## config.mk

```make
export PLATFORM = sky130hd
export DESIGN_NAME = sector_sample_sched
export DESIGN_NICKNAME = d
export VERILOG_FILES = /design/src/rtl/sched_pkg.sv /design/src/rtl/sched_band.sv /design/src/rtl/sched_phase.sv /design/src/rtl/sched_period.sv /design/src/rtl/sector_sample_sched.sv
export SDC_FILE = /design/constraint.sdc
export NUM_CORES = 2
export LEC_CHECK = 0
export ABC_AREA = 1
export BUFFER_PORTS_ARGS = -buffer_cell sky130_fd_sc_hd__buf_2
export CAP_MARGIN = 20
export CORE_MARGIN = 5
export CORE_UTILIZATION = 45
export CTS_BUF_LIST = sky130_fd_sc_hd__clkbuf_8 sky130_fd_sc_hd__clkbuf_16
export CTS_CLUSTER_DIAMETER = 120
export DETAILED_ROUTE_END_ITERATION = 16
export PLACE_DENSITY = 0.66
export SYNTH_ARGS = -nofsm -noshare
export SYNTH_HDL_FRONTEND = slang
export SYNTH_HIERARCHICAL = 1
export SYNTH_SLANG_ARGS = --single-unit
```

## constraint.sdc

```tcl
create_clock -name clk -period 93.7 [get_ports clk]
set_input_delay 14.055 -clock clk [delete_from_list [all_inputs] [get_ports clk]]
set_output_delay 14.055 -clock clk [all_outputs]
set_load 0.01 [all_outputs]
```

## src/rtl/sched_pkg.sv

```systemverilog
// Shared widths and the band-to-samples mapping for the sector scheduler.
// Assumes twelve sectors and at most eight samples per sector.
package sched_pkg;
    localparam int SECTORS = 12;
    localparam int SEC_W   = 4;   // holds 0..11
    localparam int IDX_W   = 3;   // holds 0..7
    localparam int LOG_W   = 2;   // log2 of samples per sector, 0..3
    localparam int BAND_W  = 2;   // four frequency bands

    typedef logic [BAND_W-1:0] band_t;
    typedef logic [LOG_W-1:0]  slog_t;

    // Map table select and band to log2(samples per sector)
    function automatic slog_t sps_log_of(input logic fine, input band_t b);
        slog_t r;
        if (fine) begin
            r = slog_t'(2'd3 - b);              // 8,4,2,1
        end else begin
            case (b)
                2'd0:    r = 2'd2;              // 4
                2'd1:    r = 2'd1;              // 2
                default: r = 2'd0;              // 1
            endcase
        end
        return r;
    endfunction
endpackage

```

## src/rtl/sched_band.sv

```systemverilog
// Frequency band tracker with hysteresis. It moves at most one level
// per clock. Assumes the thresholds rise strictly.
module sched_band
    import sched_pkg::*;
#(
    parameter int PH_W = 32
) (
    input  logic            clk,
    input  logic            rst_n,
    input  logic [PH_W-1:0] inc,
    input  logic [PH_W-1:0] thr_a,
    input  logic [PH_W-1:0] thr_b,
    input  logic [PH_W-1:0] thr_c,
    input  logic [PH_W-1:0] margin,
    output band_t           band_q
);
    logic [PH_W-1:0] up_thr, dn_thr;
    logic            up_ok, dn_ok;

    // Pick the thresholds that bound the current band
    always_comb begin
        case (band_q)
            2'd0:    begin up_thr = thr_a; dn_thr = thr_a; end
            2'd1:    begin up_thr = thr_b; dn_thr = thr_a; end
            2'd2:    begin up_thr = thr_c; dn_thr = thr_b; end
            default: begin up_thr = thr_c; dn_thr = thr_c; end
        endcase
        up_ok = (band_q != 2'd3) &&
                ({1'b0, inc} > ({1'b0, up_thr} + {1'b0, margin}));
        dn_ok = (band_q != 2'd0) &&
                (({1'b0, inc} + {1'b0, margin}) < {1'b0, dn_thr});
    end

    // Step the band one level toward the command
    always_ff @(posedge clk) begin
        if (!rst_n)     band_q <= '0;
        else if (up_ok) band_q <= band_q + 2'd1;
        else if (dn_ok) band_q <= band_q - 2'd1;
    end


    band_single_step_chk: assert property (@(posedge clk) disable iff (!rst_n)
        (band_q == $past(band_q)) || (band_q == $past(band_q) + 2'd1) ||
        (band_q + 2'd1 == $past(band_q)));
endmodule

```

## src/rtl/sched_phase.sv

```systemverilog
// Phase accumulator. It also gives the sector and the in-sector residual
// of the next angle. Assumes a power-of-two angle range of 2^PH_W.
module sched_phase
    import sched_pkg::*;
#(
    parameter int PH_W = 32
) (
    input  logic             clk,
    input  logic             rst_n,
    input  logic             ce,
    input  logic [PH_W-1:0]  inc,
    output logic [PH_W-1:0]  acc_q,
    output logic [SEC_W-1:0] sec_nx,
    output logic [PH_W-1:0]  res_nx
);
    localparam int PW = PH_W + SEC_W;
    logic [PH_W-1:0] acc_nx;

    // Scale the next angle by twelve; the top bits give the sector
    always_comb begin
        acc_nx = acc_q + inc;
        sec_nx = SEC_W'(({{SEC_W{1'b0}}, acc_nx} * PW'(SECTORS)) >> PH_W);
        res_nx = PH_W'({{SEC_W{1'b0}}, acc_nx} * PW'(SECTORS));
    end

    // Advance the angle on enabled ticks
    always_ff @(posedge clk) begin
        if (!rst_n)  acc_q <= '0;
        else if (ce) acc_q <= acc_nx;
    end


    angle_hold_chk: assert property (@(posedge clk) disable iff (!rst_n)
        !ce |=> $stable(acc_q));
endmodule

```

## src/rtl/sched_period.sv

```systemverilog
// Combinational sample-period divider: 2^PH_W / (12 * 2^slog * inc).
// A zero increment or a quotient too wide for PER_W gives all ones.
module sched_period
    import sched_pkg::*;
#(
    parameter int PH_W  = 32,
    parameter int PER_W = 32
) (
    input  logic [PH_W-1:0]  inc,
    input  slog_t            slog,
    output logic [PER_W-1:0] period
);
    localparam int DW = PH_W + SEC_W;
    logic [DW-1:0] num, den, quo;

    // One wide divide, used only at sector starts
    always_comb begin
        num = DW'(1) << (PH_W - int'(slog));
        den = (inc == '0) ? DW'(1) : ({{SEC_W{1'b0}}, inc} * DW'(SECTORS));
        quo = num / den;
        if (inc == '0 || quo > DW'({PER_W{1'b1}})) period = '1;
        else                                       period = PER_W'(quo);
    end
endmodule

```

## src/rtl/sector_sample_sched.sv

```systemverilog
// Sector-locked PWM sample scheduler. It issues sampling strobes on a
// grid that restarts at every 30-degree sector edge, with a per-band
// sample count. Assumes ce paces the modulator tick and the thresholds
// rise strictly.
module sector_sample_sched
    import sched_pkg::*;
#(
    parameter int PH_W  = 32,
    parameter int PER_W = 32
) (
    input  logic              clk,
    input  logic              rst_n,
    input  logic              ce,
    input  logic [PH_W-1:0]   phase_inc,
    input  logic              tbl_sel,
    input  logic [PH_W-1:0]   thr_lo,
    input  logic [PH_W-1:0]   thr_mid,
    input  logic [PH_W-1:0]   thr_hi,
    input  logic [PH_W-1:0]   hyst,
    output logic [PH_W-1:0]   angle,
    output logic [SEC_W-1:0]  sector,
    output logic [IDX_W-1:0]  sample_idx,
    output logic              sample_stb,
    output logic [PER_W-1:0]  sample_period
);
    band_t            band;
    slog_t            req_log, sps_log_q, sps_use;
    logic [SEC_W-1:0] sec_nx;
    logic [PH_W-1:0]  res_nx;
    logic [PER_W-1:0] per_nx;
    logic [IDX_W-1:0] idx_nx;
    logic             pend_q, sec_start, stb_nx;

    sched_band #(.PH_W(PH_W)) u_band (
        .clk(clk), .rst_n(rst_n), .inc(phase_inc),
        .thr_a(thr_lo), .thr_b(thr_mid), .thr_c(thr_hi),
        .margin(hyst), .band_q(band)
    );

    sched_phase #(.PH_W(PH_W)) u_phase (
        .clk(clk), .rst_n(rst_n), .ce(ce), .inc(phase_inc),
        .acc_q(angle), .sec_nx(sec_nx), .res_nx(res_nx)
    );

    sched_period #(.PH_W(PH_W), .PER_W(PER_W)) u_period (
        .inc(phase_inc), .slog(req_log), .period(per_nx)
    );

    // Decide sector start, the grid in force and the next slot
    always_comb begin
        req_log   = sps_log_of(tbl_sel, band);
        sec_start = ce && (pend_q || (sec_nx != sector));
        sps_use   = sec_start ? req_log : sps_log_q;
        idx_nx    = IDX_W'(({{IDX_W{1'b0}}, res_nx} << sps_use) >> PH_W);
        stb_nx    = ce && (sec_start || (idx_nx != sample_idx));
    end

    // Register the schedule; the grid and period change only at sector starts
    always_ff @(posedge clk) begin
        if (!rst_n) begin
            sector        <= '0;
            sample_idx    <= '0;
            sample_stb    <= 1'b0;
            sample_period <= '0;
            sps_log_q     <= '0;
            pend_q        <= 1'b1;
        end else begin
            sample_stb <= stb_nx;
            if (ce) begin
                sector     <= sec_nx;
                sample_idx <= idx_nx;
                pend_q     <= 1'b0;
            end
            if (sec_start) begin
                sps_log_q     <= req_log;
                sample_period <= per_nx;
            end
        end
    end


    sector_range_chk: assert property (@(posedge clk) disable iff (!rst_n)
        sector < SEC_W'(SECTORS));


    slot_range_chk: assert property (@(posedge clk) disable iff (!rst_n)
        {1'b0, sample_idx} < ((IDX_W+1)'(1) << sps_log_q));


    strobe_needs_step_chk: assert property (@(posedge clk) disable iff (!rst_n)
        sample_stb |-> $past(ce));


    sector_edge_strobe_chk: assert property (@(posedge clk) disable iff (!rst_n)
        !$stable(sector) |-> sample_stb);


    grid_at_edge_chk: assert property (@(posedge clk) disable iff (!rst_n)
        !$stable(sps_log_q) |-> ($past(pend_q) || !$stable(sector)));


    period_at_edge_chk: assert property (@(posedge clk) disable iff (!rst_n)
        !$stable(sample_period) |-> ($past(pend_q) || !$stable(sector)));
endmodule

```

-- Word level (Yosys, flattened, before mapping)
Cells that the tools add are included.
- reductions and logical operators: 12
- equality and inequality tests: 5
- div/mod/pow operators: 1
- multipliers: 2
- mux-type cells: 9
- magnitude comparators: 3
- add/sub/neg operators: 7
- shift operators: 2
- operators with widths (cell ; count):
    case mux 32 bit (2 select lines) ; 2
    multiplier 32 x 2 -> 34 bit, second input constant ; 2
    adder 32 x 32 -> 33 bit ; 2
    divider 36 x 36 -> 36 bit ; 1
    > comparator 36 x 32 -> 1 bit, second input constant ; 1
    2-to-1 mux 36 bit ; 1
    << shifter 1 x 32 -> 36 bit, first input constant ; 1
    << shifter 32 x 2 -> 35 bit ; 1
    > comparator 32 x 33 -> 1 bit ; 1
    < comparator 33 x 32 -> 1 bit ; 1
    adder 32 bit ; 1
    logical NOT 32 bit ; 1
    2-to-1 mux 32 bit ; 1
    2-to-1 mux 2 bit ; 4
    subtractor 6 x 2 -> 7 bit, first input constant ; 1
    logical AND 1 bit ; 4
    inequality test 4 bit ; 1
    case mux 2 bit (2 select lines) ; 1
    nonzero test 2 bit ; 2
    logical OR 1 bit ; 3
    inequality test 3 bit ; 1
    adder 2 x 1 -> 2 bit, second input constant ; 1
    == test 2 x 1 -> 1 bit, second input constant ; 1
    == test 2 bit, second input constant ; 1
    5 further kinds ; 5
- word-level logic and storage cells: 49
- output and inout port bits: 72
- bits of input ports: 164
- bits in registers: 77

-- Longest topological paths before layout
- depth after elaboration: 10
- depth in mapped cells: 531
- gate-level depth less buffers: 514

-- Modules after synthesis
The synthesis kept the hierarchy.
- by module, submodules not included (module ; cells each ; seq. area each (µm²) ; instances ; area an instance (µm²)):
    sched_period ; 7319 ; 0.0 ; 1 ; 42385.7
    sched_band ; 1009 ; 40.0 ; 1 ; 6278.5
    sched_phase ; 798 ; 640.6 ; 1 ; 4998.5
    sector_sample_sched ; 229 ; 860.8 ; 1 ; 1752.9

-- Worst setup path before layout
OpenSTA, ideal clock, no wires.
- path type: input to register
- start point: in phase_inc[30]
- end point: reg sample_period[0]
- stages: 469
- buffers on the path: 27
- data required time: 93.584 ns
- library setup time: 0.116 ns
- slack: 15.103 ns
- arrival time: 78.481 ns
- cell sequence: inv_1 ha_1 nand2_1 or4_1 nor4_1 inv_1 ha_1 nor2_1 nor2_1 nand3_1 nand2_1 nand3_1 nand2_1 nand2_1 nand2_1 nand3_1 o21ai_0 inv_1 [433 not listed] nand2_4 buf_6 o21ai_1 inv_2 ha_1 a21oi_1 o21ai_0 a21o_1 a21oi_1 nor2_1 a211oi_1 o21ai_0 nand2_1 o211ai_1 a31oi_1 nand3_1 o21ai_0 nor2_1
- cells in the longest elaborated chain, start to end: 6
- elaborated cells on any way between the ends: 12
- those cells by class: add/sub: 1; mul: 2; div: 1; order compare: 1; eq/ne: 1; mux: 2; reduce/logical: 4
- RTL lines (item ; RTL line ; source):
    start, declared ; sector_sample_sched.sv:14 ; input logic [PH_W-1:0] phase_inc,
    multiplier 32 x 2 -> 34 bit / logical NOT 32 bit (equally long branches) ; sched_period.sv:19, sched_period.sv:21 ;
    2-to-1 mux 36 bit ; sched_period.sv:19 ; den = (inc == '0) ? DW'(1) : ({{SEC_W{1'b0}}, inc} * DW'(SECTORS));
    divider 36 x 36 -> 36 bit ; sched_period.sv:20 ; quo = num / den;
    > comparator 36 x 32 -> 1 bit ; sched_period.sv:21 ; if (inc == '0 || quo > DW'({PER_W{1'b1}})) period = '1;
    logical OR 1 bit ; sched_period.sv:21 ;
    2-to-1 mux 32 bit (*) ; sched_period.sv:21 ;
    via per_nx[0] ; sector_sample_sched.sv:30 ; logic [PER_W-1:0] per_nx;
    end signal, assigned ; sector_sample_sched.sv:76 ; sample_period <= per_nx;
    end, declared ; sector_sample_sched.sv:24 ; output logic [PER_W-1:0] sample_period
Mark *: on every way through the listed nets, which the timed path passes. The rest lies on a longest branch.
A chain may end at the register's enable or synchronous reset.

-- Worst setup path in the final report
- start point: in phase_inc[1]
- end point: reg sample_period[0]
Same word-level chain as after synthesis.

==> metrics.yaml <==
sta:
  worst_slack_ps: 6140
  skew_ps: 47.7
  hold_viol_final: 0
  slew_headroom_pct: 26.7
  maxSlewViolCount: 0
  worst_pin_slew_ps: 1100
  setup_viol: 0
  fmaxAchievable_ghz: 0.0114
  min_period_ps: 87560
  period_share_pct: 93.4
  hold_ws_ps: 464
  setup-tns-final_ps: 0
logic_synthesis:
  syn_area_um2: 55100
  netlist_instances: 9309
  ys.warnings.count: 6
  syn_area_per_cell_um2: 5.92
power:
  total_power_uw: 825
  ir_worst_vdd_mv: 0.0243
  power_density_nw_per_um2: 13.9
  leakage_nw: 31.6
setup_path:
  reg2reg_depth: 432
  timing.rr.end: "sample_period[0]$_SDFFE_PN0N_"
  reg2reg_slack_ps: 20940
  worstPathRequired_ps: 94130
  worstSetupStartpoint: "phase_inc[1]"
  cpMaxStageDelayCell: "or4_2"
  slowest_delay_ps: 750
  cpMostUsedCell: "nand2_1"
  crit_arrival_ps: 87990
  path_class: "input pin to flip-flop"
  crit_end: "sample_period[0]$_SDFFE_PN0N_"
  start_kind: "input pin"
  r2r-start: "u_band/band_q[0]$_SDFFE_PN0P_"
  end_kind: "flip-flop"
  critPathMaxFanout: 39
floorplanning:
  fp.dieW_um: 360
  ioPinCount: 236
  rows: 128
  core_um2: 122000
  fp.dieH_um: 360
  die_area_um2: 130000
  initial_core_util_pct: 45.3
global_routing:
  grt_max_degree: 63
  grt_pass1_vias: 59200
  grt.overflow.total: 0
  antenna_found_initial: 2
  grt_pass1_wl_um: 329000
  grt_use_total_pct: 31.4
placement:
  dp_hpwl_um: 173000
  placed_cells: 11100
  place_ws_ps: -1590
  placed_cell_area_um2: 58000
  place.gp.congestion: 1.01
  io_buffers: 235
cells_and_area:
  fin_nets: 10600
  syn2layout_area_growth_pct: 7.45
  drive_gt1_share_pct: 11.0
  final_core_util_pct: 48.6
  fin_cells: 11200
  mostFrequentLayoutCell: "nand2_1"
  register_area_um2: 1540
  postLayoutCellArea_um2: 59200
  multi_input_area_um2: 48300
  final_cell_mix: "nand2_1, inv_1, a21oi_1"
  fillers: 13200
detailed_routing:
  postRouteAntennaNets: 0
  drtPass1Iterations: 14
  via_count: 64500
  routed_wl_um: 218000
  drtIter0Drc: 6037
  viasPerCell: 5.77
  drc: 2
  avgRoutedWirePerCell_um: 19.5
clocking:
  clk_pin_slew_worst_paths_ps: 120
  cts_hold_buf: 0
  cts_tree: "done"
  cts_buffers: 9
  clock_sinks: 77
  cts-root-buf: "clkbuf_16"
  insertion_delay_ps: 490
  clock_path_buffers: 2
  htreeDepth: 3
outcome:
  status: "complete, but fails checks"
  violations: "DRC"
run:
  cap_viol_max_count: 0
hold_path:
  hold_path.class: "flip-flop to flip-flop"
routing by layer:
metal	wire, um	vias up	share of wire [%]	global-route usage [%]
met1	94700	29500	43	41.6
met4	10900	2	5.0	13.5
met2	95100	2707	44	51.1
met5	20	-	0.0092	0
li1	-	31800	-	-
met3	17400	496	8.0	4.25
worst max-delay path: cells and delay by family:
| family | cells | cell delay, ps |
|---|---|---|
| compound gates | 116 | 24200 |
| xor+xnor | 10 | 1700 |
| fa+ha+maj | 36 | 12310 |
| buf+inv | 77 | 8480 |
| simple gates | 201 | 26930 |
how the worst min path moves through the flow:
| stage | from | to | slack, ps | cells after the start |
|---|---|---|---|---|
| 2_1_floorplan | pend_q$_SDFFE_PN1P_ | pend_q$_SDFFE_PN1P_ | 430 | 2 |
| 3_3_place_gp | pend_q$_SDFFE_PN1P_ | pend_q$_SDFFE_PN1P_ | 450 | 2 |
| 3_5_place_dp | pend_q$_SDFFE_PN1P_ | pend_q$_SDFFE_PN1P_ | 450 | 2 |
| 4_1_cts | pend_q$_SDFFE_PN1P_ | pend_q$_SDFFE_PN1P_ | 470 | 2 |
| 5_1_grt | pend_q$_SDFFE_PN1P_ | pend_q$_SDFFE_PN1P_ | 510 | 2 |
| 6_report | pend_q$_SDFFE_PN1P_ | pend_q$_SDFFE_PN1P_ | 460 | 2 |
final cells by class:
cell class / instances / share of cell area (%)
clock inverter: 6 / 0.201
inverter: 1301 / 8.39
clock buffer: 10 / 0.404
tap: 1625 / 3.43
timing repair inverter: 5 / 0.0592
antenna: 1 / 0.00423
multi-input combinational: 7824 / 81.6
sequential: 77 / 2.60
timing repair buffer: 333 / 3.26
where the power goes:
group          internal (mW)  total, mW  switching, mW
sequential            0.0374     0.0412        0.00377
clock                 0.0270     0.0499         0.0229
combinational          0.252      0.734          0.482
state kept, by name, indices dropped and copies added (netlist names):
signal / cells
sample_stb: 1
sps_log_q: 2
u_phase/acc_q: 32
pend_q: 1
sample_period: 32
u_band/band_q: 2
sample_idx: 3
sector: 4
what timing repair did:
action,4_1_cts,5_1_grt
pin swaps,0,7
resized for setup,10,132
gates cloned,0,10
setup endpoints to repair,1,4
setup buffers,0,44
No activity file was read; power rests on OpenSTA's default activity.
